`config.mk`:
```
export PLATFORM = sky130hd
export DESIGN_NAME = mcp_xfer_ctrl
export DESIGN_NICKNAME = d
export VERILOG_FILES = /design/src/rtl/mcp_pkg.sv /design/src/rtl/mcp_trig_decode.sv /design/src/rtl/mcp_sync_unit.sv /design/src/rtl/mcp_strobe_gate.sv /design/src/rtl/mcp_xfer_ctrl.sv
export SDC_FILE = /design/constraint.sdc
export NUM_CORES = 1
export LEC_CHECK = 0
export BUFFER_PORTS_ARGS = -buffer_cell sky130_fd_sc_hd__buf_2
export CORE_UTILIZATION = 30
export CTS_BUF_LIST = sky130_fd_sc_hd__clkbuf_8
export DETAILED_ROUTE_END_ITERATION = 8
export PLACE_DENSITY = 0.56
export SETUP_SLACK_MARGIN = 0.5
export SLEW_MARGIN = 20
export SYNTH_ARGS = -nofsm -noshare
export SYNTH_HDL_FRONTEND = slang
export SYNTH_SLANG_ARGS = --single-unit
```
`constraint.sdc`:
```
create_clock -name clk -period 1.8 [get_ports clk]
set_clock_uncertainty 0.1 [all_clocks]
set_input_delay 0.18 -clock clk [delete_from_list [all_inputs] [get_ports clk]]
set_output_delay 0.18 -clock clk [all_outputs]
set_load 0.005 [all_outputs]
```
`src/rtl/mcp_pkg.sv`:
```
package mcp_pkg;

  typedef enum logic [2:0] {
    TRIG_NONE  = 3'd0,
    TRIG_HALL  = 3'd1,
    TRIG_SECPM = 3'd2,
    TRIG_PRIOM = 3'd3,
    TRIG_CM1   = 3'd4,
    TRIG_PRIPM = 3'd5,
    TRIG_RSV6  = 3'd6,
    TRIG_RSV7  = 3'd7
  } trig_e;

  typedef enum logic [1:0] {
    SYNC_DIRECT = 2'd0,
    SYNC_SECZM  = 2'd1,
    SYNC_PRIZM  = 2'd2,
    SYNC_RSV    = 2'd3
  } sync_e;

  // MSB first: bit7 sec up en, bit6 pri dn en, bit5 pri up en, [4:3] sync, [2:0] trig
  typedef struct packed {
    logic  sec_up_en;
    logic  pri_dn_en;
    logic  pri_up_en;
    sync_e sync;
    trig_e trig;
  } ctl_t;

  localparam int CTL_W = $bits(ctl_t);

endpackage

```
`src/rtl/mcp_trig_decode.sv`:
```
module mcp_trig_decode
  import mcp_pkg::*;
(
  input  trig_e trig,
  input  sync_e sync,
  input  logic  pri_cnt_up,
  input  logic  sec_cnt_up,
  input  logic  ev_hall_ok,
  input  logic  ev_pri_pm,
  input  logic  ev_pri_om,
  input  logic  ev_pri_cm1,
  input  logic  ev_pri_zm,
  input  logic  ev_sec_pm,
  input  logic  ev_sec_zm,
  output logic  trig_hit,
  output logic  sync_hit
);

  always_comb begin
    case (trig)
      TRIG_HALL:  trig_hit = ev_hall_ok;
      TRIG_SECPM: trig_hit = ev_sec_pm & sec_cnt_up;
      TRIG_PRIOM: trig_hit = ev_pri_om & ~pri_cnt_up;
      TRIG_CM1:   trig_hit = ev_pri_cm1;
      TRIG_PRIPM: trig_hit = ev_pri_pm & pri_cnt_up;
      default:    trig_hit = 1'b0;
    endcase
  end

  always_comb begin
    case (sync)
      SYNC_SECZM: sync_hit = ev_sec_zm;
      SYNC_PRIZM: sync_hit = ev_pri_zm & pri_cnt_up;
      default:    sync_hit = 1'b0;
    endcase
  end

endmodule

```
`src/rtl/mcp_sync_unit.sv`:
```
module mcp_sync_unit
  import mcp_pkg::*;
(
  input  logic  clk,
  input  logic  rst,
  input  logic  mc_en,
  input  sync_e sync,
  input  logic  trig_hit,
  input  logic  sync_hit,
  output logic  commit,
  output logic  pend_q,
  output logic  xfer_q
);

  logic pend_d;

  always_comb begin
    commit = 1'b0;
    pend_d = 1'b0;
    if (mc_en) begin
      if (sync == SYNC_DIRECT) begin
        commit = trig_hit;
        pend_d = 1'b0;
      end else begin
        commit = pend_q & sync_hit;
        pend_d = trig_hit | (pend_q & ~commit);
      end
    end
  end

  always_ff @(posedge clk) begin
    if (rst) begin
      pend_q <= 1'b0;
      xfer_q <= 1'b0;
    end else begin
      pend_q <= pend_d;
      xfer_q <= commit;
    end
  end

endmodule

```
`src/rtl/mcp_strobe_gate.sv`:
```
module mcp_strobe_gate #(
  parameter int N = 3
) (
  input  logic         clk,
  input  logic         rst,
  input  logic         mc_en,
  input  logic [N-1:0] strobe,
  input  logic [N-1:0] dir_ok,
  input  logic [N-1:0] en,
  output logic [N-1:0] gated_q
);

  for (genvar i = 0; i < N; i++) begin : g_ch
    always_ff @(posedge clk) begin
      if (rst) gated_q[i] <= 1'b0;
      else     gated_q[i] <= strobe[i] & dir_ok[i] & en[i] & mc_en;
    end
  end

endmodule

```
`src/rtl/mcp_xfer_ctrl.sv`:
```
module mcp_xfer_ctrl
  import mcp_pkg::*;
#(
  parameter int PAT_W = 6
) (
  input  logic                    clk,
  input  logic                    rst,
  input  logic                    mc_en,
  input  logic                    ctl_we,
  input  logic [CTL_W-1:0]        ctl_wdata,
  input  logic                    shd_we,
  input  logic [PAT_W-1:0]        shd_wdata,
  input  logic                    pri_cnt_up,
  input  logic                    sec_cnt_up,
  input  logic                    ev_hall_ok,
  input  logic                    ev_pri_pm,
  input  logic                    ev_pri_om,
  input  logic                    ev_pri_cm1,
  input  logic                    ev_pri_zm,
  input  logic                    ev_sec_pm,
  input  logic                    ev_sec_zm,
  input  logic                    st_pri_in,
  input  logic                    st_sec_in,
  output logic [PAT_W-1:0]        pat_out,
  output logic                    req_pending,
  output logic                    xfer_pulse,
  output logic                    st_pri_up_out,
  output logic                    st_pri_dn_out,
  output logic                    st_sec_out
);

  localparam int NSTB = 3;

  ctl_t             ctl_q;
  logic [PAT_W-1:0] shd_q;
  logic [PAT_W-1:0] act_q;
  logic             trig_hit;
  logic             sync_hit;
  logic             commit;
  logic [NSTB-1:0]  stb_in, stb_dir, stb_en, stb_q;

  always_ff @(posedge clk) begin
    if (rst)         ctl_q <= '0;
    else if (ctl_we) ctl_q <= ctl_t'(ctl_wdata);
  end

  always_ff @(posedge clk) begin
    if (rst)         shd_q <= '0;
    else if (shd_we) shd_q <= shd_wdata;
  end

  always_ff @(posedge clk) begin
    if (rst)         act_q <= '0;
    else if (commit) act_q <= shd_q;
  end

  mcp_trig_decode u_dec (
    .trig       (ctl_q.trig),
    .sync       (ctl_q.sync),
    .pri_cnt_up (pri_cnt_up),
    .sec_cnt_up (sec_cnt_up),
    .ev_hall_ok (ev_hall_ok),
    .ev_pri_pm  (ev_pri_pm),
    .ev_pri_om  (ev_pri_om),
    .ev_pri_cm1 (ev_pri_cm1),
    .ev_pri_zm  (ev_pri_zm),
    .ev_sec_pm  (ev_sec_pm),
    .ev_sec_zm  (ev_sec_zm),
    .trig_hit   (trig_hit),
    .sync_hit   (sync_hit)
  );

  mcp_sync_unit u_sync (
    .clk      (clk),
    .rst      (rst),
    .mc_en    (mc_en),
    .sync     (ctl_q.sync),
    .trig_hit (trig_hit),
    .sync_hit (sync_hit),
    .commit   (commit),
    .pend_q   (req_pending),
    .xfer_q   (xfer_pulse)
  );

  assign stb_in  = {st_sec_in, st_pri_in, st_pri_in};
  assign stb_dir = {sec_cnt_up, ~pri_cnt_up, pri_cnt_up};
  assign stb_en  = {ctl_q.sec_up_en, ctl_q.pri_dn_en, ctl_q.pri_up_en};

  mcp_strobe_gate #(.N(NSTB)) u_gate (
    .clk     (clk),
    .rst     (rst),
    .mc_en   (mc_en),
    .strobe  (stb_in),
    .dir_ok  (stb_dir),
    .en      (stb_en),
    .gated_q (stb_q)
  );

  assign st_pri_up_out = stb_q[0];
  assign st_pri_dn_out = stb_q[1];
  assign st_sec_out    = stb_q[2];
  assign pat_out       = act_q;

endmodule

```
==> flow_summary_export.csv <==
group,metric,value,unit
detailed_routing,drc_errors,0,
outcome,outcome,"finished, final reports clean",
critical_path,crit_slowest_cell,"dfxtp_2",
global_route,grt_max_degree,30,
hold_path,holdPathEnd,"ctl_q[5]",
clock_network,cts-root-buf,"clkbuf_8",
yosys,syn_area_per_cell,10.2,um2
pwr,power_leakage,0.643,nW
floorplanning,die_y,61.9,um
yosys,ys_seq_area_share,46.6,%
floorplanning,start_util,31.7,%
cells_and_area,utilization,40.8,%
critical_path,crit_chain,"inv_2 -> ha_2 -> a32o_2 -> a31o_2 -> o311a_4 -> and2b_1",
timing,hold_viol,0,
cells_and_area,syn_to_final_growth,28.6,%
clock_network,cts-buffers-inserted,3,
placed_design,port_buffers,40,
detailed_routing,avgRoutedWirePerCell,11.5,um
pwr,ir_drop,0.312,mV
run,max_cap_viol_count,0,
yosys,netlist_area,1070,um2
timing,finalCritPeriodShare,85.4,%
global_route,grt_pass1_vias,784,
cells_and_area,drive_above_1_share,40.3,%
critical_path,cpPeakStageDelay,360,ps
global_route,grt_usage,12.3,%
critical_path,timing.reg2reg.setup_slack,260,ps
timing,relSlewSlack,72.1,%
timing,finalSetupViolations,0,
global_route,grt_pass1_wl,3410,um
timing,rsz0062_at_grt,"true",
detailed_routing,wirelength,2190,um
hold_path,hp-class,"input port to flop",
floorplanning,rows,21,
cells_and_area,diodes,0,
global_route,overflow,0,
global_route,antenna_found_initial,0,
yosys,ys_ff_latch,25,
cells_and_area,nets,178,
yosys,synth_cells,105,
critical_path,crit_path_max_fanout,7,
critical_path,end_kind,"flop",
clock_network,clk_pin_slew,80,ps
timing,whs,50.1,ps
critical_path,r2r-end,"u_sync.xfer_q",
floorplanning,die_area,3830,um2
yosys,ys.flop_type,"dfxtp_1",
clock_network,cts_tree,"done",
critical_path,cp-start-kind,"flop",
timing,fmax,0.651,GHz
floorplanning,core_area,3390,um2
critical_path,cp_data_arrival_time,1600,ps
detailed_routing,ant_nets,0,
detailed_routing,vias,847,
clock_network,clk_path_buf_depth,2,
clock_network,htreeDepth,1,
critical_path,reg2regPathDepth,6,
critical_path,r2r_start,"ctl_q[3]",
pwr,power_density,759,nW/um2
detailed_routing,drt_iter0_markers,44,
cells_and_area,nFillCells,347,
detailed_routing,via_per_inst,4.46,
timing,period_minus_slack,1540,ps
detailed_routing,dr.pass1.iters,3,
floorplanning,die_w,61.9,um
floorplanning,io_pins,41,
yosys,synthArstFlopShare,0,%
critical_path,required,1860,ps
hold_path,hp-start,"ctl_wdata[5]",
placed_design,dpl.hpwl,1680,um
yosys,ys_types,22,
clock_network,worst_skew_pair.late_latency,260,ps
clock_network,numClockSinks,25,
timing,worstMarginPinSlew,418,ps
timing,tns,0,ps
critical_path,crit_type,"flop to flop",
yosys,synth_edf_count,0,
yosys,yosysWarnings,0,
timing,slew_violations,0,
yosys,synth_fp_nets,138,
hold_path,min_path_cells,3,
placed_design,place.gp.congestion,0.750,
sequential cells by signal, summed over array words and instances (netlist names):
register,flops
ctl_q,8
shd_q,6
u_sync.xfer_q,1
u_sync.pend_q,1
pat_out,6
u_gate.gated_q,3
worst max-delay path by stage:
stage             start       endpoint
2_1_floorplan  ctl_q[3]  u_sync.xfer_q
5_1_grt        ctl_q[0]     pat_out[2]
4_1_cts        ctl_q[3]  u_sync.xfer_q
6_report       ctl_q[3]  u_sync.xfer_q
3_5_place_dp   ctl_q[0]     pat_out[4]
3_3_place_gp   ctl_q[0]     pat_out[4]
critical path, delay by kind of cell, from the launching register on:
kind            cells  cell delay (ps)
fa+ha+maj           1              160
flops               1              360
simple gates        1              170
compound gates      3              590
buf+inv             1               40
per-stage QoR:
stage               cell area [um2]  power [mW]  cells  setup WS [ps]
floorplan                      1080       0.691    105            286
global placement               1310       0.736    185            152
detailed placement             1310       0.741    185           68.8
CTS                            1370        1.07    189            259
global route                   1380        1.12    190            195
finish                         1380        1.05    190            263
power breakdown:
part | switching [mW] | total [mW] | leakage (nW) | internal (mW)
clock | 0.164 | 0.316 | 0.0269 | 0.152
sequential | 0.0156 | 0.593 | 0.206 | 0.578
combinational | 0.0647 | 0.140 | 0.410 | 0.0750
total | 0.244 | 1.05 | 0.643 | 0.805
cells by family after synthesis:
logic type | count (synthesis) | synth area share [%]
simple gates | 40 | 20.1
fa+ha+maj | 3 | 3.49
compound gates | 8 | 7.33
buf+inv | 9 | 3.84
flops | 25 | 46.6
mux | 20 | 18.6
final cells by class:
cell class	instances	area (um2)	share of cell area [%]
multi-input cells	71	556	40.2
clock buffers	3	41.3	2.99
inverters	3	11.3	0.814
well taps	46	57.6	4.16
flip-flops and latches	25	505	36.6
repair buffers	41	208	15.0
clock inverters	1	3.75	0.271
cell usage after synthesis (all sizes together), types with 2 or more instances:
cell    number  area (um2)
inv          3        11.3
nand2b      16         100
mux2i       20         200
nor2        15        56.3
ha           3        37.5
dfxtp       25         500
clkbuf       5        18.8
a21oi        3        15.0
nand3        2        10.0
layout by cell type (no fill, tap or decap), types with 2 or more instances in the layout:
master    instances
clkbuf_8          3
inv_2             2
buf_2            40
mux2i_1          20
dfxtp_1          21
inv_1             2
dfxtp_2           4
nand2b_1         16
nor2_1           15
a21oi_1           3
ha_2              2
nand3_1           2
repair_timing:
item                       CTS  global route
gates cloned                 0             0
pin swaps                    2             2
buffers inserted             0             1
resized for setup            4             2
hold buffers                 0             0
setup endpoints to repair    8             8
routing by layer:
metal | global-route usage, % | share of wire (%) | vias up
met5 | 0 | 0 | -
met4 | 6.67 | 0.91 | 0
met3 | 2.69 | 6.3 | 2
met2 | 20.4 | 46 | 30
met1 | 14.9 | 47 | 384
li1 | - | - | 431
Note: power is estimated with default switching activity, not from simulation.
